File: src/rtl/fpcsr_pkg.sv
package fpcsr_pkg;
  localparam int CSR_W      = 32;
  localparam int IDX_W      = 5;
  localparam int EXC_N      = 5;
  localparam int COND_N     = 8;
  localparam int SEL_W      = $clog2(COND_N);
  localparam int RM_W       = 2;
  localparam int FLAG_LSB   = 2;
  localparam int EN_LSB     = FLAG_LSB + EXC_N;
  localparam int CAUSE_LSB  = EN_LSB + EXC_N;
  localparam int COND0_POS  = 23;
  localparam int CONDX_BASE = 24;

  typedef logic [CSR_W-1:0] csr_word_t;
  typedef logic [EXC_N-1:0] exc_t;

  typedef enum logic [RM_W-1:0] {
    RM_NEAR_EVEN = 2'd0,
    RM_TO_ZERO   = 2'd1,
    RM_TO_POS    = 2'd2,
    RM_TO_NEG    = 2'd3
  } rmode_e;

  function automatic int cond_pos(input int sel);
    return (sel == 0) ? COND0_POS : CONDX_BASE + sel;
  endfunction

  function automatic csr_word_t cond_mask();
    csr_word_t m;
    m = '0;
    for (int k = 0; k < COND_N; k++) m[cond_pos(k)] = 1'b1;
    return m;
  endfunction

  function automatic csr_word_t writable_mask();
    csr_word_t m;
    m = cond_mask();
    for (int i = 0; i < CAUSE_LSB + EXC_N; i++) m[i] = 1'b1;
    return m;
  endfunction

  function automatic exc_t field_of(input csr_word_t w, input int lsb);
    return w[lsb +: EXC_N];
  endfunction

  function automatic exc_t enabled_hits(input csr_word_t w, input exc_t exc);
    return exc & field_of(w, EN_LSB);
  endfunction

  function automatic csr_word_t merge_report(input csr_word_t w, input exc_t exc);
    csr_word_t r;
    r = w;
    r[CAUSE_LSB +: EXC_N] = exc;
    r[FLAG_LSB +: EXC_N]  = field_of(w, FLAG_LSB) | exc;
    return r;
  endfunction
endpackage

File: src/rtl/fpcsr_wr_merge.sv
module fpcsr_wr_merge
  import fpcsr_pkg::*;
#(
  parameter int CSR_INDEX = 31
) (
  input  logic             wr_en,
  input  logic [IDX_W-1:0] idx,
  input  csr_word_t        wdata,
  input  csr_word_t        cur,
  output csr_word_t        next,
  output logic             wr_hit
);
  localparam csr_word_t WMASK = writable_mask();

  assign wr_hit = wr_en && (idx == IDX_W'(CSR_INDEX));
  assign next   = wr_hit ? (wdata & WMASK) : cur;
endmodule

File: src/rtl/fpcsr_exc_merge.sv
module fpcsr_exc_merge
  import fpcsr_pkg::*;
(
  input  logic      op_done,
  input  exc_t      exc,
  input  csr_word_t base,
  output csr_word_t next,
  output logic      op_trap
);
  exc_t hits;

  assign hits    = enabled_hits(base, exc);
  assign op_trap = op_done && (hits != '0);
  assign next    = op_done ? merge_report(base, exc) : base;
endmodule

File: src/rtl/fpcsr_cond_upd.sv
module fpcsr_cond_upd
  import fpcsr_pkg::*;
(
  input  logic             upd_req,
  input  logic [SEL_W-1:0] sel,
  input  logic             val,
  input  csr_word_t        base,
  output csr_word_t        next
);
  logic [COND_N-1:0] dec;
  csr_word_t         pick;

  for (genvar k = 0; k < COND_N; k++) begin : g_dec
    assign dec[k] = (sel == SEL_W'(k));
  end

  always_comb begin
    pick = '0;
    for (int k = 0; k < COND_N; k++) pick[cond_pos(k)] = dec[k];
  end

  always_comb begin
    next = base;
    if (upd_req) next = (base & ~pick) | (val ? pick : '0);
  end
endmodule

File: src/rtl/fpcsr_unit.sv
module fpcsr_unit
  import fpcsr_pkg::*;
#(
  parameter int CSR_INDEX = 31
) (
  input  logic             clk,
  input  logic             rst,
  input  logic             cr_wr_en,
  input  logic [IDX_W-1:0] cr_idx,
  input  logic [CSR_W-1:0] cr_wdata,
  output logic [CSR_W-1:0] cr_rdata,
  input  logic             op_done,
  input  logic [EXC_N-1:0] op_exc,
  input  logic             cond_upd_en,
  input  logic [SEL_W-1:0] cond_sel,
  input  logic             cond_val,
  output logic [CSR_W-1:0] csr_q,
  output logic [RM_W-1:0]  round_mode,
  output logic             trap_req,
  output logic             commit_en
);
  localparam csr_word_t WMASK = writable_mask();
  localparam csr_word_t CMASK = cond_mask();

  csr_word_t word_q, after_wr, after_op, after_cond;
  logic      wr_hit, wr_q, op_trap, sw_trap, cond_req;
  rmode_e    mode;

  fpcsr_wr_merge #(.CSR_INDEX(CSR_INDEX)) u_wr (
    .wr_en(cr_wr_en), .idx(cr_idx), .wdata(cr_wdata), .cur(word_q),
    .next(after_wr), .wr_hit(wr_hit)
  );

  fpcsr_exc_merge u_exc (
    .op_done(op_done), .exc(op_exc), .base(after_wr),
    .next(after_op), .op_trap(op_trap)
  );

  assign cond_req = op_done && cond_upd_en && !op_trap;

  fpcsr_cond_upd u_cond (
    .upd_req(cond_req), .sel(cond_sel), .val(cond_val),
    .base(after_op), .next(after_cond)
  );

  always_ff @(posedge clk) begin
    if (rst) begin
      word_q <= '0;
      wr_q   <= 1'b0;
    end else begin
      word_q <= after_cond;
      wr_q   <= wr_hit;
    end
  end

  assign sw_trap    = wr_q && (enabled_hits(word_q, field_of(word_q, CAUSE_LSB)) != '0);
  assign trap_req   = op_trap || sw_trap;
  assign commit_en  = op_done && !op_trap;
  assign mode       = rmode_e'(word_q[RM_W-1:0]);
  assign round_mode = mode;
  assign csr_q      = word_q;
  assign cr_rdata   = (cr_idx == IDX_W'(CSR_INDEX)) ? word_q : '0;


  rsvd_zero_chk: assert property (@(posedge clk) disable iff (rst)
    (csr_q & ~WMASK) == '0);


  cause_replace_chk: assert property (@(posedge clk) disable iff (rst)
    op_done |=> csr_q[CAUSE_LSB +: EXC_N] == $past(op_exc));


  flag_sticky_chk: assert property (@(posedge clk) disable iff (rst)
    !wr_hit |=> ($past(csr_q[FLAG_LSB +: EXC_N]) & ~csr_q[FLAG_LSB +: EXC_N]) == '0);


  trap_blocks_commit_chk: assert property (@(posedge clk) disable iff (rst)
    (op_done && trap_req && !wr_q) |-> !commit_en);


  cond_hold_on_trap_chk: assert property (@(posedge clk) disable iff (rst)
    (op_trap && !wr_hit) |=> (csr_q & CMASK) == ($past(csr_q) & CMASK));


  idle_quiet_chk: assert property (@(posedge clk) disable iff (rst)
    (!op_done && !wr_q) |-> (!trap_req && !commit_en));
endmodule

File: config.mk
export PLATFORM = sky130hd
export DESIGN_NAME = fpcsr_unit
export DESIGN_NICKNAME = d
export VERILOG_FILES = /design/src/rtl/fpcsr_pkg.sv /design/src/rtl/fpcsr_wr_merge.sv /design/src/rtl/fpcsr_exc_merge.sv /design/src/rtl/fpcsr_cond_upd.sv /design/src/rtl/fpcsr_unit.sv
export SDC_FILE = /design/constraint.sdc
export NUM_CORES = 1
export LEC_CHECK = 0
export BUFFER_PORTS_ARGS = -buffer_cell sky130_fd_sc_hd__buf_2
export CORE_ASPECT_RATIO = 0.8
export CORE_MARGIN = 3
export CORE_UTILIZATION = 36
export CTS_CLUSTER_DIAMETER = 50
export CTS_CLUSTER_SIZE = 40
export DETAILED_ROUTE_END_ITERATION = 10
export HOLD_SLACK_MARGIN = 0.08
export PLACE_DENSITY = 0.72
export SLEW_MARGIN = 20
export SYNTH_ARGS = -nofsm -noshare
export SYNTH_HDL_FRONTEND = slang
export SYNTH_SLANG_ARGS = --single-unit
File: constraint.sdc
create_clock -name clk -period 3.2 [get_ports clk]
set_input_delay 0.64 -clock clk [delete_from_list [all_inputs] [get_ports clk]]
set_output_delay 0.64 -clock clk [all_outputs]
set_load 0.01 [all_outputs]
# == Word-level counts from Yosys, hierarchy flattened ==
# Cells that the tools add are included.
# totals
reg_bits,33
latch_bits,0
mem_bits_rw,0
mem_bits_ro,0
wordCells,32
n_memories,0
# op_classes
addsub,0
mul,0
n_div,0
order_cmp,0
n_eq_ne,8
shifts,0
muxes,5
n_bitwise,6
n_reduce_logical,11
# op_table
op,count
$mux 32,4
$and 32x32->32,1
$not 32->32,1
$or 32x32->32,1
$mux 17,1
$eq 3x3->1 const B,4
$and 5x5->5,2
$reduce_bool 5->1,2
$eq 3x2->1 const B,2
$logic_and 1x1->1,6
$eq 5x5->1 const B,1
$or 5x5->5,1
$eq 3x1->1 const B,1
$logic_not 3->1,1
$logic_not 1->1,1
$logic_or 1x1->1,1

# == Logic depth before layout (Yosys ltp) ==
# depth
ltp_word,9
ltp_mapped,9

# == Modules after synthesis ==
# A second synthesis with hierarchy kept.
# unflattened
hier_cells,263
hier_area_um2,2518.7
# by_module_without_submodules
module,instances,cells_each,area_each_um2
fpcsr_unit,1,149,1448.9
fpcsr_wr_merge,1,38,386.6
fpcsr_cond_upd,1,40,366.6
fpcsr_exc_merge,1,36,316.6

# == Worst setup path after synthesis ==
# No wires, ideal clock.
# synth_path
kind,input -> output
startpoint,input port cr_idx[1]
endpoint,output port commit_en
arrival_ns,2.244
t_required_ns,2.560
slack_ns,0.316
stages,8
path_cell_list,and4_4 buf_6 and2_4 buf_6 mux2_4 a2111oi_4 buf_6 and2_1
# synth_between
elab_chain_len,8
# synth_rtl
element,line,text
start: declaration,fpcsr_unit.sv:9,"input logic [IDX_W-1:0] cr_idx,"
$eq 5x5->1,fpcsr_wr_merge.sv:15,assign wr_hit = wr_en && (idx == IDX_W'(CSR_INDEX));
$logic_and 1x1->1,fpcsr_wr_merge.sv:15,
$mux 32,fpcsr_wr_merge.sv:16,assign next = wr_hit ? (wdata & WMASK) : cur;
$and 5x5->5,fpcsr_pkg.sv:47,"return exc & field_of(w, EN_LSB);"
$reduce_bool 5->1,fpcsr_exc_merge.sv:13,assign op_trap = op_done && (hits != '0);
$logic_and 1x1->1,fpcsr_exc_merge.sv:13,
$logic_not 1->1,fpcsr_unit.sv:58,assign commit_en = op_done && !op_trap;
$logic_and 1x1->1,fpcsr_unit.sv:58,
end: declaration,fpcsr_unit.sv:20,output logic commit_en
# No other way between the ends.

# == Final worst setup path ==
# Ends and elaborated chain as after synthesis.

==> results.md <==
- Routed vias: 1727
- Fraction of layout cells with a size suffix above 1: 36.9%
- Wire per inst: 13.6 um
- Period utilization: 90.2%
- Max cap viols: 0
- Final setup vio count: 0
- Worst Hold Class: reg2reg
- Final Max Slew Viols: 0
- CTS tree: built
- Clk root buf: clkbuf_8
- Maximum VDD drop: 221 uV
- Remaining antenna violation count: 0
- RSZ-0062 raised after global routing: false
- Synth warn: 0
- Hold buffer count at cts: 0
- Share of the yosys chip area belonging to registers: 32.1%
- Fillers: 466
- CTS Buffer Depth: 2
- Area Growth Syn to Fin: 31.3%
- Area contributors post-synth: dfxtp_1 (32%), nand2_1 (12%), and3_1 (9.7%)
- Worst Path Required: 2.56 ns
- Die W: between 80 and 90 um
- CP max stage delay: approximately 0.38 ns
- Post-synth EDFFs: 0
- Leakage: roughly 1.2 nW
- Diode count: 0
- Clk_lat worst skew: between 0.2 and 0.3 ns
- Cells after synthesis: 212
- Status: finished, final reports clean
- Setup Skew: 0.00889 ns
- Global-route wire length before repair: 7650 um
- Crit path max-delay cell type: a2111oi_4
- Nets@finish: roughly 350
- CP cell instances: buf_2 -> and4_4 -> and2_4 -> mux2_4 -> a2111oi_4 -> and2_1 -> buf_2
- Io pins: between 100 and 150
- CP Launch Type: primary input
- Post-synth ARST share: 0%
- Leading post-synthesis cells by instance count: nand2_1 (50), dfxtp_1 (26), and3_1 (25)
- P per Cell Area: 312 nW/um2
- Std cell rows: 21
- Critical path fanouts, max: 15
- CTS buffer count: 3
- Cell area after synthesis: 1620 um2
- Arr. time, crit path: ~2.2 ns
- Most frequent cell after synthesis: nand2_1
- Largest family of logic cells by synthesized area: simple AND/OR/NAND/NOR gates
- Vias in the first global route: 1664
- Gr ovfl total: 0
- Core area: 4260 um2
- Slew HR: 65.6%
- Final WL: a little under 5000 um
- Share of the synthesized area in the top cell type: 32.1%
- Minimum clock period: approximately 2.9 ns
- CP Capture Type: output pin
- Critical path type: in2out
- Post-Synth Simple-Gate Area: 31.9%
- Die footprint: 5350 um2
- Xor/xnor share of the synthesized area: 0%
- Synthesized-area fraction occupied by adder cells: 0%
- Via/cell ratio: 4.82
- Final Power: roughly 0.00066 W
- Synth Area in Compound Gates: between 10 and 15%
- CP most frequent cell: buf_2
- Final hold violations: 0
- Starting Density: roughly two fifths
- Post-synth top area cell: dfxtp_1
- DRC: 0
- Antenna violations before repair: 0
- Detailed Routing Iterations Pass 1: 4
- Yosys cell types: 28
- DP HPWL: 3650 um
- Die height: 66.0 um
- H-tree levels: 1
- Final TNS setup: 0 ns
- Resized cells post-CTS: 0
- GPL Wtd Cong: 0.805
- Largest net degree at the start of global routing: 28
- Synthesized area per cell: 7.64 um2
- Predominant post-synthesis flop cell: dfxtp_1
- All-Layer GR Usage: between 15 and 20%
- Sink Count: 26
- Post CTS Setup Buffer Count: 0
- Initial drt markers: 52
- Mux cell area share after synthesis: a little over a tenth
- Worst Tran Pin Value: roughly 0.52 ns
- Clock slew at reported path FFs: about 0.080 ns
- FMAX: ~350 MHz
- PortBufs: 97
- Seq cells post-synth: 26
-- cell families (layout without fill, tap and decap cells) --
kind of cell | count (synthesis) | count (layout)
other | 1 | 14
muxes | 16 | 16
and+or+nand+nor | 105 | 105
buffers and inverters | 33 | 109
AOI/OAI and AO/OA | 31 | 31
DFF | 26 | 26
-- where the power goes --
group	total, W	internal, W	switching [W]	leakage (nW)
Combinational	0.000109	0.0000459	0.0000627	0.941
Clock	0.000213	0.000110	0.000103	0.0288
Sequential	0.000343	0.000334	0.00000857	0.212
Total	0.000664	0.000490	0.000174	1.18
-- critical path: cells and delay by family --
kind / cells / cell delay [ns]
AOI/OAI and AO/OA: 1 / 0.38
buffers and inverters: 2 / 0.21
muxes: 1 / 0.31
and+or+nand+nor: 3 / 0.70
-- state kept, by name (all words and copies together), names as in the netlist --
name and cells:
csr_q 25, wr_q 1
-- area by class of cell --
type	count	area (um2)	area share [%]
repair buffers	103	531	24.9
clock buffers	4	55.1	2.59
multi-input cells	166	942	44.3
inverters	2	7.51	0.353
well taps	57	71.3	3.35
flip-flops and latches	26	520	24.5
-- metal layers --
metal / share of wire, % / wire length (um) / GRT usage (%)
met2: 46 / 2210 / 31.6
met5: 0 / 0 / 0
met1: 45 / 2180 / 22.9
met4: 0.74 / 36 / 2.95
met3: 8.8 / 428 / 5.72
-- path summary, 6_finish.rpt --
check                                          from                    to  slack, ns  cells past startpoint
worst max-delay path                      cr_idx[1]             commit_en       0.32                      7
worst min-delay path            csr_q[2]$_SDFF_PP0_   csr_q[2]$_SDFF_PP0_       0.49                      2
worst min register to register  csr_q[2]$_SDFF_PP0_   csr_q[2]$_SDFF_PP0_       0.49                      2
worst max register to register  csr_q[8]$_SDFF_PP0_  csr_q[28]$_SDFF_PP0_       1.39                      6
-- layout by cell type (no fill, tap or decap), types with 7 or more instances in the layout --
cell,count
buf_2,97
nand2_1,50
dfxtp_1,26
and3_1,25
a21oi_1,14
conb_1,14
mux2i_1,9
nor2b_1,7
nor2_1,7
-- per-stage QoR --
| stage | instances | util (%) | setup WS [ns] | cell area [um2] | hold slack, ns |
|---|---|---|---|---|---|
| floorplan | 225 | - | 0.316 | 1670 | 0.501 |
| global placement | 354 | 48.7 | 0.322 | 2070 | 0.479 |
| global route | 358 | 50.0 | 0.267 | 2130 | 0.518 |
| detailed placement | 354 | 48.7 | 0.331 | 2070 | 0.484 |
| CTS | 358 | 50.0 | 0.323 | 2130 | 0.498 |
| finish | 358 | 50.0 | 0.315 | 2130 | 0.493 |
Power figures use the tool's default switching activity.
